[src/rtl/scl_gen_pkg.sv]
package scl_gen_pkg;

  localparam int unsigned TIME_W = 8;

  typedef enum logic [2:0] {
    PH_IDLE      = 3'd0,
    PH_LOW_WAIT  = 3'd1,
    PH_LOW_CNT   = 3'd2,
    PH_HIGH_WAIT = 3'd3,
    PH_HIGH_CNT  = 3'd4
  } phase_e;

endpackage

[src/rtl/scl_level_sync.sv]
module scl_level_sync #(
  parameter int unsigned STAGES    = 2,
  parameter logic        RESET_VAL = 1'b1
) (
  input  logic clk,
  input  logic rst_n,
  input  logic din,
  output logic dout
);

  logic [STAGES-1:0] chain_q;
  logic [STAGES-1:0] chain_d;

  generate
    if (STAGES == 1) begin : g_single
      always_comb chain_d = din;
    end else begin : g_multi
      always_comb chain_d = {chain_q[STAGES-2:0], din};
    end
  endgenerate

  always_ff @(posedge clk or negedge rst_n) begin
    if (!rst_n) chain_q <= {STAGES{RESET_VAL}};
    else        chain_q <= chain_d;
  end

  assign dout = chain_q[STAGES-1];

endmodule

[src/rtl/scl_phase_timer.sv]
module scl_phase_timer #(
  parameter int unsigned W = 8
) (
  input  logic         clk,
  input  logic         rst_n,
  input  logic         run,
  input  logic [W-1:0] limit,
  output logic         last
);

  localparam logic [W-1:0] ONE = {{(W-1){1'b0}}, 1'b1};

  logic [W-1:0] cnt_q;
  logic [W-1:0] cnt_d;
  logic [W-1:0] lim_eff;
  logic         cnt_en;

  always_comb begin
    lim_eff = (limit == '0) ? ONE : limit;
    last    = run && (cnt_q == (lim_eff - ONE));
  end

  always_comb begin
    cnt_en = 1'b1;
    if (!run)      cnt_d = '0;
    else if (last) cnt_d = '0;
    else           cnt_d = cnt_q + ONE;
    if (!run && cnt_q == '0) cnt_en = 1'b0;
  end

  always_ff @(posedge clk or negedge rst_n) begin
    if (!rst_n)      cnt_q <= '0;
    else if (cnt_en) cnt_q <= cnt_d;
  end

  assert_cnt_in_range_R6: assert property (@(posedge clk) disable iff (!rst_n)
    run |-> (cnt_q < lim_eff));

  assert_idle_cleared_R7: assert property (@(posedge clk) disable iff (!rst_n)
    !run |=> (cnt_q == '0));

endmodule

[src/rtl/scl_phase_fsm.sv]
module scl_phase_fsm
  import scl_gen_pkg::*;
(
  input  logic clk,
  input  logic rst_n,
  input  logic enable,
  input  logic scl_sync,
  input  logic low_last,
  input  logic high_last,
  output logic low_run,
  output logic high_run,
  output logic pull_low,
  output logic low_done,
  output logic high_done,
  output logic stretching
);

  phase_e phase_q, phase_d;
  logic   pull_q, pull_d;
  logic   ldone_q, ldone_d;
  logic   hdone_q, hdone_d;

  always_comb begin
    phase_d = phase_q;
    ldone_d = 1'b0;
    hdone_d = 1'b0;
    if (!enable) begin
      phase_d = PH_IDLE;
    end else begin
      unique case (phase_q)
        PH_IDLE:      phase_d = PH_LOW_WAIT;
        PH_LOW_WAIT:  if (!scl_sync) phase_d = PH_LOW_CNT;
        PH_LOW_CNT:   if (low_last) begin
                        phase_d = PH_HIGH_WAIT;
                        ldone_d = 1'b1;
                      end
        PH_HIGH_WAIT: if (scl_sync) phase_d = PH_HIGH_CNT;
        PH_HIGH_CNT:  if (high_last) begin
                        phase_d = PH_LOW_WAIT;
                        hdone_d = 1'b1;
                      end
        default:      phase_d = PH_IDLE;
      endcase
    end
    pull_d = (phase_d == PH_LOW_WAIT) || (phase_d == PH_LOW_CNT);
  end

  always_ff @(posedge clk or negedge rst_n) begin
    if (!rst_n) begin
      phase_q <= PH_IDLE;
      pull_q  <= 1'b0;
      ldone_q <= 1'b0;
      hdone_q <= 1'b0;
    end else begin
      phase_q <= phase_d;
      pull_q  <= pull_d;
      ldone_q <= ldone_d;
      hdone_q <= hdone_d;
    end
  end

  assign low_run    = (phase_q == PH_LOW_CNT);
  assign high_run   = (phase_q == PH_HIGH_CNT);
  assign pull_low   = pull_q;
  assign low_done   = ldone_q;
  assign high_done  = hdone_q;
  assign stretching = (phase_q == PH_HIGH_WAIT) && !scl_sync;

  assert_low_waits_level_R1: assert property (@(posedge clk) disable iff (!rst_n)
    (phase_q == PH_LOW_WAIT && scl_sync) |=> (phase_q != PH_LOW_CNT));

  assert_release_after_low_R2: assert property (@(posedge clk) disable iff (!rst_n)
    (low_run && low_last && enable) |=> (!pull_low && low_done));

  assert_high_waits_level_R3: assert property (@(posedge clk) disable iff (!rst_n)
    (phase_q == PH_HIGH_WAIT && !scl_sync) |=> (phase_q != PH_HIGH_CNT));

  assert_stretch_released_R4: assert property (@(posedge clk) disable iff (!rst_n)
    stretching |-> !pull_low);

  assert_strobes_exclusive_R5: assert property (@(posedge clk) disable iff (!rst_n)
    $onehot0({low_done, high_done}));

  assert_high_done_pulls_R5: assert property (@(posedge clk) disable iff (!rst_n)
    high_done |-> (pull_low && $rose(pull_low)));

  assert_disable_idle_R7: assert property (@(posedge clk) disable iff (!rst_n)
    !enable |=> (phase_q == PH_IDLE && !pull_low && !low_done && !high_done));

endmodule

[src/rtl/scl_clock_gen.sv]
module scl_clock_gen
  import scl_gen_pkg::*;
#(
  parameter int unsigned CNT_W       = TIME_W,
  parameter int unsigned SYNC_STAGES = 2
) (
  input  logic             clk,
  input  logic             rst_n,
  input  logic             enable,
  input  logic [CNT_W-1:0] low_cycles,
  input  logic [CNT_W-1:0] high_cycles,
  input  logic             scl_in,
  output logic             scl_pull_low,
  output logic             low_done,
  output logic             high_done,
  output logic             stretching
);

  logic scl_sync;
  logic low_run, high_run;
  logic low_last, high_last;

  scl_level_sync #(.STAGES(SYNC_STAGES), .RESET_VAL(1'b1)) u_sync (
    .clk   (clk),
    .rst_n (rst_n),
    .din   (scl_in),
    .dout  (scl_sync)
  );

  scl_phase_timer #(.W(CNT_W)) u_low_timer (
    .clk   (clk),
    .rst_n (rst_n),
    .run   (low_run),
    .limit (low_cycles),
    .last  (low_last)
  );

  scl_phase_timer #(.W(CNT_W)) u_high_timer (
    .clk   (clk),
    .rst_n (rst_n),
    .run   (high_run),
    .limit (high_cycles),
    .last  (high_last)
  );

  scl_phase_fsm u_fsm (
    .clk        (clk),
    .rst_n      (rst_n),
    .enable     (enable),
    .scl_sync   (scl_sync),
    .low_last   (low_last),
    .high_last  (high_last),
    .low_run    (low_run),
    .high_run   (high_run),
    .pull_low   (scl_pull_low),
    .low_done   (low_done),
    .high_done  (high_done),
    .stretching (stretching)
  );

  assert_timers_exclusive_R9: assert property (@(posedge clk) disable iff (!rst_n)
    !(low_run && high_run));

endmodule

[config.mk]
export PLATFORM = sky130hd
export DESIGN_NAME = scl_clock_gen
export DESIGN_NICKNAME = d
export VERILOG_FILES = /design/src/rtl/scl_gen_pkg.sv /design/src/rtl/scl_level_sync.sv /design/src/rtl/scl_phase_timer.sv /design/src/rtl/scl_phase_fsm.sv /design/src/rtl/scl_clock_gen.sv
export SDC_FILE = /design/constraint.sdc
export NUM_CORES = 1
export LEC_CHECK = 0
export BUFFER_PORTS_ARGS = -buffer_cell sky130_fd_sc_hd__clkbuf_2
export CAP_MARGIN = 10
export CELL_PAD_IN_SITES_DETAIL_PLACEMENT = 2
export CELL_PAD_IN_SITES_GLOBAL_PLACEMENT = 2
export CORE_UTILIZATION = 38
export DETAILED_ROUTE_END_ITERATION = 8
export PLACE_DENSITY = 0.89
export SETUP_SLACK_MARGIN = 0.05
export SLEW_MARGIN = 40
export SYNTH_ARGS = -nofsm -noshare
export SYNTH_HDL_FRONTEND = slang
export SYNTH_SLANG_ARGS = --single-unit
[constraint.sdc]
create_clock -name clk -period 4.4 [get_ports clk]
set_input_delay 0.88 -clock clk [delete_from_list [all_inputs] [get_ports clk]]
set_output_delay 0.88 -clock clk [all_outputs]
set_load 0.01 [all_outputs]
==> metrics.md <==
| Metric | Value |
|---|---|
| Fin Setup TNS | `0 ns` |
| Yosys cell types | `45` |
| Vias per cell | `5.76` |
| Largest net degree at the start of global routing | `25` |
| Cell at the slowest stage of the critical path | `nor4_4` |
| Synthesized area | `1690 um^2` |
| 1st-iter DRT viols | `64` |
| FP Rows | `23` |
| Critical path cell sequence | `clkbuf_2 > nor4_4 > a21oi_1 > ha_1 > nor3b_1 > xnor2_1 > a211oi_1 > nand3_1 > o21ai_2 > o21ai_0` |
| CP delay by family, top | `compound AO/OA/AOI/OAI gates` |
| WL/cell | `21.0 um` |
| Vias in the first global route | `around 1700` |
| Antenna cells | `0` |
| Fillers | `471` |
| Hold buffer count at cts | `0` |
| Worst slew margin | `44.8%` |
| Share of layout cells above drive strength 1 | `between 15 and 20%` |
| DIE AREA | `4720 um^2` |
| Post-synthesis average cell area | `roughly 9.2 um^2` |
| Worst skew pair latency | `0.28 ns` |
| DRC errors left | `0` |
| Fin Hold WS | `around 0.36 ns` |
| Commonest non-fill, non-tap cells in the layout | `clkbuf_2, dfrtp_1, nor2_1` |
| Die span in y | `68.7 um` |
| Final setup fails | `0` |
| Max-slew violation count | `0` |
| CTS H-Tree Depth | `1` |
| Leakage | `0.000802 uW` |
| DIE WIDTH | `68.7 um` |
| TritonCTS clock tree | `done` |
| Syn Inst Count | `roughly 180` |
| Port Buffers | `23` |
| Area after DPL | `around 1900 um^2` |
| Area grow syn2layout | `14.1%` |
| Vias | `1485` |
| Initial antenna violation count | `0` |
| Post_cts resized | `0` |
| Nature of the critical path startpoint | `input port` |
| Max cap viols | `0` |
| Ys async rst share | `100%` |
| Critical path fanouts, max | `8` |
| DRT Wirelength | `between 5 and 6 mm` |
| #FFs+latches synth | `24` |
| Worst VDD drop | `0.235 mV` |
| HPWL Detailed | `4.19 mm` |
| Maximum clock path buffer count | `2` |
| Tightest Hold Check Type | `flop to flop` |
| Number of enable flip-flop cells after synthesis | `0` |
| Gr ovfl total | `0` |
| Num ports | `24` |
| Root buffer cell | `clkbuf_8` |
| Period utilisation layout | `68.9%` |
| Initial core utilization | `between 40% and 50%` |
| Final hold vios | `0` |
| Status | `finished, final reports clean` |
| Register Area | `603 um^2` |
| Fin nets | `between 200 and 250` |
| Synthesized net count | `209` |
| Post-synth top flop | `dfrtp_1` |
| Global-route wire length before repair | `between 8 and 9 mm` |
| Fmax | `330 MHz` |
| Setup Skew | `around 0.004 ns` |
| DRT Pass-1 Iters | `3` |
| Largest stage delay on the critical path | `around 0.38 ns` |
| CP endpoint kind | `flop` |
| Multi-input gate area | `between 1000 and 1500 um^2` |
| Worst endpoint required time | `~4.6 ns` |
| Post-CTS Repair Setup Buffers | `0` |
| ANT nets after route | `0` |
| Buffers and inverters on the worst path | `1` |
| Yosys warns | `0` |
| RePlAce Congestion | `roughly 0.8` |
| Critical path class | `input port to flop` |
| Commonest non-fill, non-tap cell in the layout | `clkbuf_2` |
| RSZ-0062 raised after global routing | `no` |
| Num Clock Sinks | `24` |
| Reg clk slew, reported paths | `0.09 ns` |
| Total GRT Usage | `25.5%` |
| Core area | `4140 um^2` |
| Critical Path AT | `3.18 ns` |
| Total CTS buffers | `3` |
| Seq/Total Area, Yosys | `between 30% and 40%` |
| Tmin final | `just over 3 ns` |
| Fin area | `1930 um^2` |
| Least-Margin Pin Slew | `roughly 0.83 ns` |
| PD cells | `325 nW/um^2` |
## synthesized netlist by cell type, types with 2 or more instances
cell,count,area [um^2]
a211oi_1,3,22.5
nor3b_1,2,15.0
inv_1,11,41.3
nor4_4,2,42.5
mux2i_1,2,20.0
nand4_1,3,18.8
a31oi_1,2,12.5
o21ai_0,6,30.0
nand2b_1,4,25.0
nor2b_1,4,25.0
o22ai_1,2,12.5
a2111oi_0,2,17.5
xor2_1,13,114
nand2_1,4,15.0
ha_1,6,75.1
nor3_1,8,40.0
xnor2_1,15,131
a2bb2oi_2,2,30.0
a21oi_1,7,35.0
nor4_1,2,12.5
nand3_1,13,65.1
nor2_1,19,71.3
dfstp_2,2,52.6
and3_1,6,37.5
or3_1,2,12.5
dfrtp_1,22,551
## cell families (layout without fill, tap and decap cells)
family                     count (synthesis)  in the layout  synth area share (%)
AOI/OAI and AO/OA                         29             29                  12.1
DFF                                       24             24                  35.7
muxes                                      2              2                  1.18
and+or+nand+nor                           81             81                  29.0
buffers and inverters                     13             38                  3.11
adders and majority gates                  6              6                  4.44
xor gates and xnor gates                  28             28                  14.5
## layout make-up
cell class	instances	area share (%)
clock buffers	3	2.14
repair buffers	23	5.97
inverters	11	2.14
multi-input cells	146	53.7
clock inverters	1	1.56
flip-flops and latches	24	31.3
well taps	50	3.24
## path summary, 6_finish.rpt
kind,start,endpoint,cells past startpoint,slack [ns]
worst max-delay path,low_cycles[3],u_low_timer.cnt_q[1],10,1.37
worst min-delay path,u_sync.chain_q[0],u_sync.chain_q[1],0,0.36
worst max register to register,u_low_timer.cnt_q[0],u_low_timer.cnt_q[1],6,2.23
worst min register to register,u_sync.chain_q[0],u_sync.chain_q[1],0,0.36
max in group asynchronous,rst_n,u_high_timer.cnt_q[3],1,3.40
min in group asynchronous,rst_n,u_low_timer.cnt_q[3],1,0.60
## where the power goes
group	total [uW]	switching (uW)	internal [uW]
clock	200	77.8	122
combinational	156	95.2	60.9
sequential	272	33.8	238
## flip-flops by register name (all words and copies together), names as in the netlist
register and cells:
u_fsm.low_done 1, u_high_timer.cnt_q 8, u_fsm.pull_low 1, u_fsm.high_done 1, u_fsm.phase_q 3, u_low_timer.cnt_q 8
u_sync.chain_q 2
## per-stage QoR
stage / power, uW / util [%] / worst slack [ns] / cells
floorplan: 357 / - / 1.58 / 183
global placement: 405 / 44.8 / 1.32 / 254
detailed placement: 423 / 44.8 / 1.11 / 254
CTS: 633 / 46.5 / 1.36 / 258
global route: 653 / 46.6 / 1.23 / 258
finish: 627 / 46.6 / 1.37 / 258
## per-layer routing
layer  up-vias  routed length [um]  global-route usage [%]
li1        709                   -                       -
met1       744                2400                    30.0
met2        23                2820                    46.9
met3         9                 114                    3.13
met4         0                  92                    9.18
met5         -                   0                       0
Power figures use the tool's default switching activity.
